File: src/rtl/spm_arm_pkg.sv
`timescale 1ns/1ps
// Package spm_arm_pkg
// Shared types for the self-programming arming controller.
// Assumes: the control field layout below matches the register bits 4:0.
package spm_arm_pkg;

    typedef struct packed {
        logic rww;     // bit 4: application read re-enable
        logic lock;    // bit 3: lock-bit set / lock read
        logic write;   // bit 2: page write
        logic erase;   // bit 1: page erase
        logic en;      // bit 0: master enable
    } spm_ctl_t;

    typedef enum logic [2:0] {
        OP_NONE,
        OP_FILL,
        OP_ERASE,
        OP_WRITE,
        OP_RWW,
        OP_LOCKSET,
        OP_LOCKREAD
    } spm_op_e;

endpackage

File: src/rtl/spm_window.sv
`timescale 1ns/1ps
// Module spm_window
// Counts cycles since the arming write and tells which strobes are still
// accepted. It closes when a command is consumed or the last cycle passes.
// Assumes: LOAD_WIN >= STORE_WIN >= 1.
module spm_window #(
    parameter int STORE_WIN = 4,
    parameter int LOAD_WIN  = 5
) (
    input  logic clk,
    input  logic rst_n,
    input  logic start,
    input  logic lock_mode,
    input  logic consume,
    output logic store_open,
    output logic load_open,
    output logic closing
);
    localparam int AGE_W = $clog2(LOAD_WIN + 1);
    localparam logic [AGE_W-1:0] STORE_LAST = AGE_W'(STORE_WIN - 1);
    localparam logic [AGE_W-1:0] LOAD_LAST  = AGE_W'(LOAD_WIN - 1);

    logic [AGE_W-1:0] age_q;
    logic             act_q;
    logic [AGE_W-1:0] last_age;

    // last accepted age depends on whether a lock arming allows the longer load window
    assign last_age   = lock_mode ? LOAD_LAST : STORE_LAST;
    assign store_open = act_q && (age_q <= STORE_LAST);
    assign load_open  = act_q && (age_q <= LOAD_LAST);
    assign closing    = act_q && (consume || (age_q == last_age));

    // window state: restart on arming, end on use or expiry, otherwise age
    always_ff @(posedge clk) begin
        if (!rst_n) begin
            act_q <= 1'b0;
            age_q <= '0;
        end else if (start) begin
            act_q <= 1'b1;
            age_q <= '0;
        end else if (closing) begin
            act_q <= 1'b0;
            age_q <= '0;
        end else if (act_q) begin
            age_q <= age_q + 1'b1;
        end
    end
endmodule

File: src/rtl/spm_cmd_sel.sv
`timescale 1ns/1ps
// Module spm_cmd_sel
// Chooses the single operation to issue from the armed bits and the strobes.
// Assumes: load_hit is already qualified by lock arming and EEPROM idle.
module spm_cmd_sel
    import spm_arm_pkg::*;
(
    input  spm_ctl_t ctl,
    input  logic     store_hit,
    input  logic     load_hit,
    output spm_op_e  op
);
    // fixed priority: lock set, read re-enable, write, erase, fill
    always_comb begin
        op = OP_NONE;
        if (store_hit && ctl.en) begin
            if (ctl.lock)       op = OP_LOCKSET;
            else if (ctl.rww)   op = OP_RWW;
            else if (ctl.write) op = OP_WRITE;
            else if (ctl.erase) op = OP_ERASE;
            else                op = OP_FILL;
        end else if (load_hit) begin
            op = OP_LOCKREAD;
        end
    end
endmodule

File: src/rtl/spm_addr_dec.sv
`timescale 1ns/1ps
// Module spm_addr_dec
// Splits the address pointer into byte, word and page fields.
// Assumes: ADDR_W >= 1 + WORD_W + PAGE_W; bits above the page field are unused.
module spm_addr_dec #(
    parameter int ADDR_W = 16,
    parameter int PAGE_W = 7,
    parameter int WORD_W = 6
) (
    input  logic [ADDR_W-1:0] zptr,
    output logic [PAGE_W-1:0] page,
    output logic [WORD_W-1:0] word,
    output logic              byte_bit,
    output logic              word_nz
);
    localparam int WORD_LSB = 1;
    localparam int PAGE_LSB = WORD_LSB + WORD_W;
    localparam int USED_W   = PAGE_LSB + PAGE_W;

    logic unused_hi;

    // field extraction; high bits are folded into an unused marker
    always_comb begin
        byte_bit  = zptr[0];
        word      = zptr[WORD_LSB +: WORD_W];
        page      = zptr[PAGE_LSB +: PAGE_W];
        word_nz   = |word;
        unused_hi = ^zptr[ADDR_W-1:USED_W];
    end
endmodule

File: src/rtl/spm_arm_ctrl.sv
`timescale 1ns/1ps
// Module spm_arm_ctrl (top)
// Holds the armed control bits and runs the strobe window. It issues one
// registered command pulse with decoded indexes and flags page writes that
// have nonzero word bits. Assumes: strobes are single-cycle, synchronous to clk.
module spm_arm_ctrl
    import spm_arm_pkg::*;
#(
    parameter int STORE_WIN = 4,
    parameter int LOAD_WIN  = 5,
    parameter int PAGE_W    = 7,
    parameter int WORD_W    = 6,
    parameter int ADDR_W    = 16
) (
    input  logic              clk,
    input  logic              rst_n,
    input  logic              reg_we,
    input  logic [7:0]        reg_wdata,
    output logic [7:0]        reg_rdata,
    input  logic              spm_stb,
    input  logic              lpm_stb,
    input  logic [ADDR_W-1:0] zptr,
    input  logic              ee_busy,
    output logic              cmd_fill,
    output logic              cmd_erase,
    output logic              cmd_write,
    output logic              cmd_rww,
    output logic              cmd_lockset,
    output logic              cmd_lockread,
    output logic [PAGE_W-1:0] page_idx,
    output logic [WORD_W-1:0] word_idx,
    output logic              byte_sel,
    output logic              addr_err
);
    localparam int CTL_W = $bits(spm_ctl_t);

    spm_ctl_t          ctl_q;
    spm_op_e           op;
    logic              wr_ok, start, store_open, load_open, closing;
    logic              store_hit, load_hit, consume;
    logic [PAGE_W-1:0] dec_page;
    logic [WORD_W-1:0] dec_word;
    logic              dec_byte, dec_word_nz;
    logic              unused_wdata;

    // write qualification and strobe hits
    always_comb begin
        wr_ok        = reg_we && !ee_busy;
        start        = wr_ok && reg_wdata[0];
        store_hit    = spm_stb && store_open;
        load_hit     = lpm_stb && load_open && ctl_q.lock && !ee_busy;
        consume      = (op != OP_NONE);
        unused_wdata = ^reg_wdata[7:CTL_W];
    end

    spm_window #(.STORE_WIN(STORE_WIN), .LOAD_WIN(LOAD_WIN)) u_window (
        .clk        (clk),
        .rst_n      (rst_n),
        .start      (start),
        .lock_mode  (ctl_q.lock),
        .consume    (consume),
        .store_open (store_open),
        .load_open  (load_open),
        .closing    (closing)
    );

    spm_cmd_sel u_sel (
        .ctl       (ctl_q),
        .store_hit (store_hit),
        .load_hit  (load_hit),
        .op        (op)
    );

    spm_addr_dec #(.ADDR_W(ADDR_W), .PAGE_W(PAGE_W), .WORD_W(WORD_W)) u_dec (
        .zptr     (zptr),
        .page     (dec_page),
        .word     (dec_word),
        .byte_bit (dec_byte),
        .word_nz  (dec_word_nz)
    );

    // armed bits: loaded by an accepted write, cleared when the window closes
    always_ff @(posedge clk) begin
        if (!rst_n) begin
            ctl_q <= '0;
        end else if (wr_ok) begin
            ctl_q <= reg_wdata[0] ? spm_ctl_t'(reg_wdata[CTL_W-1:0]) : '0;
        end else if (closing) begin
            ctl_q <= '0;
        end
    end

    // registered command pulses, indexes and sticky error
    always_ff @(posedge clk) begin
        if (!rst_n) begin
            cmd_fill     <= 1'b0;
            cmd_erase    <= 1'b0;
            cmd_write    <= 1'b0;
            cmd_rww      <= 1'b0;
            cmd_lockset  <= 1'b0;
            cmd_lockread <= 1'b0;
            page_idx     <= '0;
            word_idx     <= '0;
            byte_sel     <= 1'b0;
            addr_err     <= 1'b0;
        end else begin
            cmd_fill     <= (op == OP_FILL);
            cmd_erase    <= (op == OP_ERASE);
            cmd_write    <= (op == OP_WRITE);
            cmd_rww      <= (op == OP_RWW);
            cmd_lockset  <= (op == OP_LOCKSET);
            cmd_lockread <= (op == OP_LOCKREAD);
            if (op == OP_LOCKSET) begin
                page_idx <= '0;
                word_idx <= '0;
                byte_sel <= 1'b0;
            end else if (op == OP_LOCKREAD) begin
                page_idx <= '0;
                word_idx <= '0;
                byte_sel <= dec_byte;
            end else if (consume) begin
                page_idx <= dec_page;
                word_idx <= dec_word;
                byte_sel <= dec_byte;
            end
            if (op == OP_WRITE && dec_word_nz) addr_err <= 1'b1;
        end
    end

    // read path: bits 7:5 (reserved and application-busy) are always zero
    assign reg_rdata = {{(8-CTL_W){1'b0}}, ctl_q};
endmodule

File: config.mk
export PLATFORM = sky130hd
export DESIGN_NAME = spm_arm_ctrl
export DESIGN_NICKNAME = d
export VERILOG_FILES = /design/src/rtl/spm_arm_pkg.sv /design/src/rtl/spm_window.sv /design/src/rtl/spm_cmd_sel.sv /design/src/rtl/spm_addr_dec.sv /design/src/rtl/spm_arm_ctrl.sv
export SDC_FILE = /design/constraint.sdc
export NUM_CORES = 1
export LEC_CHECK = 0
export ABC_AREA = 1
export CAP_MARGIN = 40
export CORE_UTILIZATION = 40
export CTS_BUF_LIST = sky130_fd_sc_hd__clkbuf_8 sky130_fd_sc_hd__clkbuf_16
export CTS_CLUSTER_SIZE = 25
export DETAILED_ROUTE_END_ITERATION = 8
export PLACE_DENSITY = 0.8
export SLEW_MARGIN = 20
export SYNTH_ARGS = -nofsm -noshare
export SYNTH_HDL_FRONTEND = slang
export SYNTH_SLANG_ARGS = --single-unit
File: constraint.sdc
create_clock -name clk -period 3.83 [get_ports clk]
set_input_delay 0.9575 -clock clk [delete_from_list [all_inputs] [get_ports clk]]
set_output_delay 0.9575 -clock clk [all_outputs]
set_load 0.02 [all_outputs]
==> results of run 1 <==
==> routing by layer <==
metal  vias up  track usage, %
li1        705               -
met3         8            3.65
met1       527            20.1
met5         -               0
met4         0            9.59
met2        36            27.7
==> cells by family after synthesis <==
kind of cell    Yosys count
xor+xnor                  1
simple gates            114
flops                    30
other cells               1
fa+ha+maj                 3
compound gates           13
buf+inv                  43
==> cells in the final DEF (no fill, tap or decap), types with 2 or more instances in the layout <==
cell type        netlist  final
nand2_1               67     67
inv_2                  2      2
dfxtp_1               30     30
nand3_2                2      2
a21oi_1                8      8
nand2_4                2      2
ha_1                   3      3
o21ai_0                5      5
nor3_1                 2      2
nand4_1                2      2
clkbuf_8               0      6
nand3_1                8      8
inv_1                 31     31
nor2_1                16     16
clkdlybuf4s50_1        0     50
nand2_2                2      2
nor2_2                11     11
conb_1                 1      3
==> synth_stat cells (all sizes together) <==
cell and instances:
o21ai 5, clkinv 1, ha 3, xnor2 1, conb 1, nand3 10, nand2 71, dfxtp 30
nor3 2, a21oi 8, buf 8, nand4 3, nor2 28, inv 34
==> power by group through the flow <==
stage	combinational, W	clock (W)	sequential (W)
finish	0.0000640	0.000241	0.000322
global route	0.0000711	0.000260	0.000322
CTS	0.0000645	0.000249	0.000322
detailed placement	0.0000640	0	0.000328
global placement	0.0000639	0	0.000328
floorplan	0.0000324	0	0.000329
==> flip-flops by register name, indices dropped and copies added (netlist names) <==
signal	cells
cmd_fill	1
addr_err	1
byte_sel	1
u_window.age_q	3
cmd_rww	1
cmd_erase	1
page_idx	7
cmd_write	1
word_idx	6
reg_rdata	5
u_window.act_q	1
cmd_lockread	1
cmd_lockset	1
==> area by class of cell <==
type	instances	area [um^2]
repair buffers	50	500
well taps	46	57.6
fillers	328	1390
inverters	35	134
clock buffers	6	82.6
flip-flops and latches	30	601
multi-input cells	134	653
==> worst reg2reg max path, delay by kind of cell (launching register included) <==
family,cells,cell delay [ns]
simple gates,5,0.71
fa+ha+maj,2,0.38
flops,1,0.34
buf+inv,2,0.13
==> stage by stage <==
stage / hold slack, ns / instances
floorplan: 0.499 / 207
CTS: 0.476 / 301
finish: 0.470 / 301
detailed placement: 0.467 / 295
global placement: 0.434 / 295
global route: 0.495 / 301
==> path summary, 6_finish.rpt <==
| check | cells past startpoint | to |
|---|---|---|
| worst max-delay path | 1 | reg_rdata[3] |
| worst min-delay path | 2 | byte_sel |
| worst max register to register | 9 | word_idx[5] |
| worst min register to register | 2 | byte_sel |
==> impl_metrics.csv, run 1 <==
group,metric,value,unit
floorplanning,initial_utilization,42.7,%
sta,setup_slack,1.56,ns
layout,post-route-cell-area,0.00203,mm^2
synth,post_synth_and_or_nand_nor_area_fraction,36.4,%
floorplanning,ports,59,
routing,top_layer,"met4",
routing,detailed_routing_iteration_count_for_the_pre_antenna_repair_pass,4,
clocking,clock_tree_from_tritoncts,"yes",
routing,wl_met3,138,um
clocking,holdBufCountCts,0,
clocking,post_cts.repair.setup_buffers,0,
clocking,cts_max_path_buffers,2,
synth,synth-seq-cells,30,
place,routabilityCongestion,0.863,
clocking,clk_pin_slew,0.06,ns
synth,main_combinational_cell_family_by_area_after_synthesis,"simple AND/OR/NAND/NOR gates",
sta,achievable-frequency,0.440,GHz
synth,yosysTopAreaCell,"dfxtp_1",
setup_path,worst_path_dominant_cell_family,"buffers and inverters",
setup_path,worstPathArrival,1.31,ns
synth,mappedNetlistArea,0.00146,mm^2
hold_path,worst_hold_startpoint,"byte_sel",
outcome,outcome,"finished, final reports clean",
routing,drtAntennaViolNets,0,
setup_path,cp-startpoint,"reg_rdata[3]",
floorplanning,die_w,62.4,um
pwr,leakage,0.880,nW
pwr,peakVddDrop,226,uV
setup_path,crit_path_end_kind,"output pin",
run,maxCapViolCount,0,
place,dp_slack,1.40,ns
global_route,gr-usage-all-layers,16.8,%
pwr,p_per_area,309,mW/mm^2
global_route,antenna_violations_before_repair,0,
clocking,post_cts_resized,0,
synth,synth-seq-area-share,41.2,%
floorplanning,design.die.area,0.00389,mm^2
synth,synth.mux.area_fraction,0,%
global_route,grt_start_max_net_pins,17,
floorplanning,fp.dieH,62.4,um
routing,met2_routed_length,1260,um
floorplanning,design.core.area,0.00342,mm^2
setup_path,critPathLaunchType,"flop",
place,buffer_ports.inserted,50,
sta,layout_worst_path_cycle_share,59.3,%
setup_path,path_cells,"clkdlybuf4s50_1",
routing,postRouteWirelength,2820,um
synth,yosys.area_share.adder,2.57,%
routing,post_drt_via_cell_ratio,4.24,
routing,route.vias.total,1276,
pwr,comb_power_share,10.2,%
setup_path,crit_slowest_cell,"clkdlybuf4s50_1",
synth,post_synth.cell_area_avg,7.12,um^2
sta,post_route_setup_tns,0,ns
setup_path,cp_data_required_time,2.87,ns
sta,fin_skew,0.00379,ns
global_route,grt_overflow_total,0,
routing,met1Wirelength,1350,um
pwr,netSwitchingPower,0.000139,W
setup_path,reg2reg_setup_slack,2.20,ns
synth,synth_largest_type_area_fraction,41.2,%
place,detailed_place.area,0.00195,mm^2
synth,synthCells,205,
synth,synth_cell_type_count,24,
synth,synth-warning-count,0,
pwr,totalPowerFinal,0.000627,W
layout,ratio_of_cells_with_drive_above_1_in_the_final_layout,11.0,%
sta,final_slew_violations,0,
layout,num-nets-final,289,
layout,final_core_utilization,59.4,%
floorplanning,std_cell_rows,21,
place,hpwlAfterDp,2090,um
sta,report.final.hold_viol_count,0,
routing,routedWlPerCell,9.37,um
clocking,cts_inserted_buffers,5,
pwr,p_int,0.000488,W
pwr,pwr-share-seq,51.3,%
pwr,clock_power_share,38.5,%
sta,rsz0062_at_grt,"false",
global_route,grt_first_pass_wirelength,5120,um
synth,synth-compound-area-share,4.46,%
clocking,root_buffer,"clkbuf_8",
clocking,h-tree-depth,2,
sta,final-setup-viol-count,0,
setup_path,critical-path-max-stage-delay,0.63,ns
pwr,switching_share,22.1,%
hold_path,hp-class,"reg2reg",
setup_path,crit_type,"reg2out",
setup_path,reg2reg_from,"u_window.age_q[0]",
sta,min_period,2.27,ns
clocking,clkLatencyLatePin,0.27,ns
routing,drc,0,
global_route,number_of_global_route_vias_before_repair,1217,
synth,synth.area.top_cells,"dfxtp_1, nand2_1, inv_1, nor2_2, nor2_1",
layout,synthToLayoutAreaGrowth,39.0,%
routing,dr.first_iter.drc_count,41,
setup_path,largest_fanout_of_any_net_on_the_critical_path,5,
clocking,clock_sink_count,30,
layout,num_antenna_cells,0,
setup_path,bufs_and_invs_on_worst_path,1,
synth,synth_xor_xnor_area_share,0.600,%
Power figures use the tool's default switching activity.
==> inputs of run 2 (changes only) <==
==> constraint.sdc (replaced) <==
create_clock -name clk -period 2.1 [get_ports clk]
set_input_delay 0.525 -clock clk [delete_from_list [all_inputs] [get_ports clk]]
set_output_delay 0.525 -clock clk [all_outputs]
set_load 0.02 [all_outputs]
==> run 2 against run 1 <==
  * Clock skew shrank 0.00056 ns
  * Highest routed layer unchanged
  * Utilization up 0.22 points
  * Non-clock buffer count up 1
  * Register-to-register slack worse by 1.8 ns
  * Combinational power grew 88%
  * Routed wire length increased by 7.2%
  * Count of clock-buffer cells in the layout did not move
==> impl_metrics.csv, run 2 (synthesis gave the netlist of run 1 again) <==
group,metric,value,unit
floorplanning,fp.dieH,62.4,um
setup_path,critical-path-max-stage-delay,0.63,ns
place,routabilityCongestion,0.872,
routing,dr.first_iter.drc_count,36,
clocking,clkLatencyLatePin,0.27,ns
pwr,totalPowerFinal,0.00114,W
clocking,clk_pin_slew,0.06,ns
hold_path,worst_hold_startpoint,"byte_sel",
global_route,grt_most_used_layer,"met2",
setup_path,largest_fanout_of_any_net_on_the_critical_path,5,
hold_path,hp-class,"reg2reg",
setup_path,crit_slowest_cell,"clkdlybuf4s50_1",
global_route,grt_start_max_net_pins,17,
routing,route.vias.total,1304,
routing,postRouteWirelength,3020,um
layout,num_antenna_cells,0,
floorplanning,initial_utilization,42.7,%
routing,post_drt_via_cell_ratio,4.32,
clocking,clock_tree_from_tritoncts,"yes",
floorplanning,ports,59,
setup_path,critPathLaunchType,"flop",
global_route,grt_overflow_total,0,
hold_path,hold-path-endpoint,"byte_sel",
layout,num-nets-final,290,
setup_path,path_cells,"clkdlybuf4s50_1",
setup_path,worst_path_dominant_cell_family,"buffers and inverters",
clocking,root_buffer,"clkbuf_8",
floorplanning,design.die.area,0.00389,mm^2
outcome,outcome,"finished, final reports clean",
layout,largest_register_ffs,7,
sta,final-setup-viol-count,0,
place,hpwlAfterDp,2290,um
routing,drtAntennaViolNets,0,
run,maxCapViolCount,0,
setup_path,r2r.worst_path.cells,9,
pwr,leakage,0.885,nW
setup_path,cp_data_required_time,1.57,ns
layout,largest_register,"page_idx",
sta,post_route_setup_tns,0,ns
global_route,gr-usage-all-layers,17.1,%
sta,final_slew_violations,0,
sta,layout_worst_path_cycle_share,86.6,%
layout,ratio_of_cells_with_drive_above_1_in_the_final_layout,11.3,%
global_route,antenna_violations_before_repair,0,
setup_path,crit_type,"reg2out",
place,buffer_ports.inserted,50,
sta,min_period,1.82,ns
sta,rsz0062_at_grt,"false",
routing,detailed_routing_iteration_count_for_the_pre_antenna_repair_pass,4,
global_route,globalRouteMet1Util,20.7,%
pwr,p_per_area,560,mW/mm^2
setup_path,crit_path_end_kind,"output pin",
clocking,post_cts_resized,0,
clocking,cts_inserted_buffers,5,
layout,mostFrequentLayoutCells,"nand2_1, clkdlybuf4s50_1, inv_1",
setup_path,reg2reg_from,"u_window.age_q[0]",
floorplanning,std_cell_rows,21,
clocking,holdBufCountCts,0,
clocking,h-tree-depth,2,
sta,report.final.hold_viol_count,0,
sta,fin_skew,0.00322,ns
global_route,number_of_global_route_vias_before_repair,1230,
setup_path,bufs_and_invs_on_worst_path,1,
routing,drc,0,
layout,mostFrequentLayoutCell,"nand2_1",
layout,synthToLayoutAreaGrowth,39.5,%
setup_path,reg2reg_setup_slack,0.43,ns
clocking,post_cts.repair.setup_buffers,0,
floorplanning,die_w,62.4,um
global_route,use_met2,30.1,%
global_route,grt_first_pass_wirelength,5350,um
global_route,groute.layer.met3.usage,4.20,%
routing,routedWlPerCell,10.0,um
hold_path,worst_hold_path.num_cells,2,
floorplanning,design.core.area,0.00342,mm^2
clocking,cts_max_path_buffers,2,
setup_path,worstPathArrival,1.29,ns
setup_path,r2r-end,"word_idx[5]",
pwr,peakVddDrop,452,uV
clocking,clock_sink_count,30,
sta,achievable-frequency,0.550,GHz
[run 2: cell count changes in the layout (fill, tap and decap cells not counted)]
cell	before	now
buf_4	0	1
[run 2: final cells by class]
type	count	area (um^2)
Multi-Input combinational cell	134	653
Tap cell	46	57.6
Inverter	35	134
Sequential cell	30	601
Fill cell	332	1380
Timing Repair Buffer	51	508
Clock buffer	6	82.6
[run 2: worst max-delay path by stage]
stage                           start            to  slack [ns]  cells after the start
global route             reg_rdata[3]  reg_rdata[3]        0.24                      1
detailed placement            spm_stb   word_idx[5]        0.11                      7
floorplan           u_window.age_q[0]   page_idx[0]        0.69                     12
CTS                      reg_rdata[3]  reg_rdata[3]        0.27                      1
global placement              spm_stb   word_idx[5]        0.14                      7
finish                   reg_rdata[3]  reg_rdata[3]        0.28                      1
[run 2: worst register-to-register path: cells and delay by family, from the launching register on]
kind	cells	cell delay, ns
adders and majority gates	2	0.38
buffers and inverters	2	0.13
DFF	1	0.35
and+or+nand+nor	5	0.73
[run 2: layer usage]
metal | vias up | wire [um]
met5 | - | 0
met4 | 0 | 51
met3 | 6 | 138
met2 | 39 | 1420
met1 | 553 | 1420
li1 | 706 | -
[run 2: stage by stage]
stage                     area [um^2]  setup WS (ns)  utilization, %  hold slack (ns)  instances
after CTS                        2040          0.270            59.6            0.481        302
after detailed placement         1950          0.111            57.2            0.467        296
after global routing             2040          0.240            59.6            0.518        302
final                            2040          0.282            59.6            0.479        302
after floorplan                  1470          0.693               -            0.499        207
after global placement           1950          0.138            57.2            0.446        296
[run 2: power breakdown]
part,switching (W),internal [W]
Clock,0.000182,0.000252
Combinational,0.0000582,0.0000623
Sequential,0.00000923,0.000577
==> inputs of run 3 (changes only) <==
==> constraint.sdc (replaced) <==
create_clock -name clk -period 1.9 [get_ports clk]
set_input_delay 0.475 -clock clk [delete_from_list [all_inputs] [get_ports clk]]
set_output_delay 0.475 -clock clk [all_outputs]
set_load 0.02 [all_outputs]
==> run 3 against run 2 <==
  * Clock power grew 39%
  * Routed wire length shrank 2.6%
  * Sequential share of layout area shrank 0.73 points
  * Setup slack lost 0.17 ns
  * Global-route usage shrank 0.36 points
  * Flip-flop and latch count is the same
  * Power grew 22%
  * Sequential power grew 10%
  * Utilization grew 1.5 points
  * Non-clock buffer count grew 2
  * Count of clock-buffer cells in the layout shrank 1
  * Cell area grew 2.5%
  * Critical path type unchanged
  * Largest cell class unchanged
  * Largest power group unchanged
  * Highest routed layer unchanged
==> impl_metrics.csv, run 3 (synthesis gave the netlist of run 1 again) <==
group,metric,value,unit
setup_path,crit_type,"reg2out",
hold_path,worst_hold_startpoint,"byte_sel",
routing,postRouteWirelength,2950,um
sta,final-setup-viol-count,0,
setup_path,r2r-end,"word_idx[1]",
pwr,p_int,0.00109,W
place,dp_slack,0.0613,ns
sta,setup_slack,0.113,ns
sta,min_period,1.79,ns
outcome,outcome,"finished, final reports clean",
pwr,peakVddDrop,562,uV
layout,area.sequential,601,um^2
clocking,clock_sink_count,30,
place,routabilityCongestion,0.859,
layout,nFillCells,318,
layout,num_antenna_cells,0,
global_route,number_of_global_route_vias_before_repair,1215,
routing,detailed_routing_iteration_count_for_the_pre_antenna_repair_pass,5,
global_route,antenna_violations_before_repair,0,
layout,num-nets-final,292,
setup_path,crit_path_end_kind,"output pin",
pwr,switching_share,21.3,%
setup_path,bufs_and_invs_on_worst_path,1,
place,buffer_ports.inserted,50,
layout,largest_register_ffs,7,
global_route,grt_overflow_total,0,
pwr,leakage,0.917,nW
pwr,comb_power_share,9.9,%
setup_path,reg2reg_setup_slack,0.31,ns
floorplanning,std_cell_rows,21,
floorplanning,design.core.area,0.00342,mm^2
clocking,clk_pin_slew,0.06,ns
clocking,holdBufCountCts,0,
clocking,post_cts.repair.setup_buffers,0,
setup_path,crit_slowest_cell,"clkdlybuf4s50_1",
sta,final_slew_violations,0,
clocking,clkLatencyLatePin,0.27,ns
sta,report.final.hold_viol_count,0,
sta,layout_worst_path_cycle_share,94.1,%
clocking,root_buffer,"clkbuf_8",
floorplanning,initial_utilization,42.7,%
layout,synthToLayoutAreaGrowth,43.1,%
layout,mostFrequentLayoutCells,"nand2_1, clkdlybuf4s50_1, inv_1",
floorplanning,design.die.area,0.00389,mm^2
sta,fin_skew,0.00166,ns
hold_path,worst_hold_path.num_cells,2,
setup_path,critPathLaunchType,"flop",
setup_path,path_cells,"clkdlybuf4s50_1",
floorplanning,fp.dieH,62.4,um
pwr,p_per_area,665,mW/mm^2
pwr,clock_power_share,43.4,%
sta,rsz0062_at_grt,"false",
setup_path,worst_path_dominant_cell_family,"buffers and inverters",
setup_path,r2r.worst_path.cells,11,
pwr,pwr-share-seq,46.7,%
setup_path,reg2reg_from,"u_window.age_q[0]",
routing,dr.first_iter.drc_count,30,
sta,achievable-frequency,0.560,GHz
layout,largest_register,"page_idx",
setup_path,cp_data_required_time,1.42,ns
routing,route.vias.total,1317,
clocking,cts_inserted_buffers,5,
pwr,netSwitchingPower,0.000296,W
clocking,post_cts_resized,0,
routing,post_drt_via_cell_ratio,4.30,
clocking,cts_max_path_buffers,2,
floorplanning,ports,59,
layout,ratio_of_cells_with_drive_above_1_in_the_final_layout,11.9,%
hold_path,hp-class,"reg2reg",
sta,post_route_setup_tns,0,ns
clocking,clock_tree_from_tritoncts,"yes",
global_route,grt_start_max_net_pins,17,
setup_path,worstPathArrival,1.31,ns
floorplanning,die_w,62.4,um
routing,routedWlPerCell,9.62,um
global_route,gr-usage-all-layers,16.8,%
global_route,grt_first_pass_wirelength,5200,um
hold_path,hold-path-endpoint,"byte_sel",
place,hpwlAfterDp,2150,um
layout,multi_input_area,653,um^2
layout,mostFrequentLayoutCell,"nand2_1",
clocking,h-tree-depth,2,
routing,drc,0,
routing,drtAntennaViolNets,0,
setup_path,critical-path-max-stage-delay,0.63,ns
sta,timing.hold.ws,0.472,ns
run,maxCapViolCount,0,
setup_path,largest_fanout_of_any_net_on_the_critical_path,5,
-- run 3: worst max path at each step --
stage                      startpoint      endpoint  depth (start not counted)
global placement              spm_stb   page_idx[4]                         10
floorplan           u_window.age_q[0]   page_idx[0]                         12
CTS                      reg_rdata[3]  reg_rdata[3]                          1
detailed placement            spm_stb   word_idx[1]                         10
finish                   reg_rdata[3]  reg_rdata[3]                          1
global route             reg_rdata[3]  reg_rdata[3]                          1
-- run 3: layout make-up --
type                            count  share of cell area, %
Multi-Input combinational cell    134                   31.3
Sequential cell                    30                   28.8
Clock inverter                      3                   1.80
Inverter                           35                   6.41
Tap cell                           46                   2.76
Timing Repair Buffer               53                   25.7
Clock buffer                        5                   3.30
-- run 3: stage by stage --
stage	area [um^2]	instances	utilization (%)	total power, W
after global routing	2090	306	61.1	0.00145
after global placement	1980	298	58.0	0.000798
after detailed placement	1980	298	58.0	0.000800
after floorplan	1470	207	-	0.000728
final	2090	306	61.1	0.00139
after CTS	2090	306	61.1	0.00140
-- run 3: routing by layer --
layer / part of all wire (%) / up-vias / track usage [%]
li1: - / 716 / -
met1: 49 / 568 / 20.6
met2: 46 / 31 / 28.3
met3: 4.0 / 2 / 4.20
met4: 0.98 / 0 / 6.10
met5: 0 / - / 0
-- run 3: power groups by stage --
stage               combinational (W)  clock (W)  sequential (W)
global placement             0.000136          0        0.000662
detailed placement           0.000138          0        0.000662
finish                       0.000138   0.000603        0.000648
global route                 0.000151   0.000649        0.000649
floorplan                   0.0000653          0        0.000663
CTS                          0.000139   0.000612        0.000648
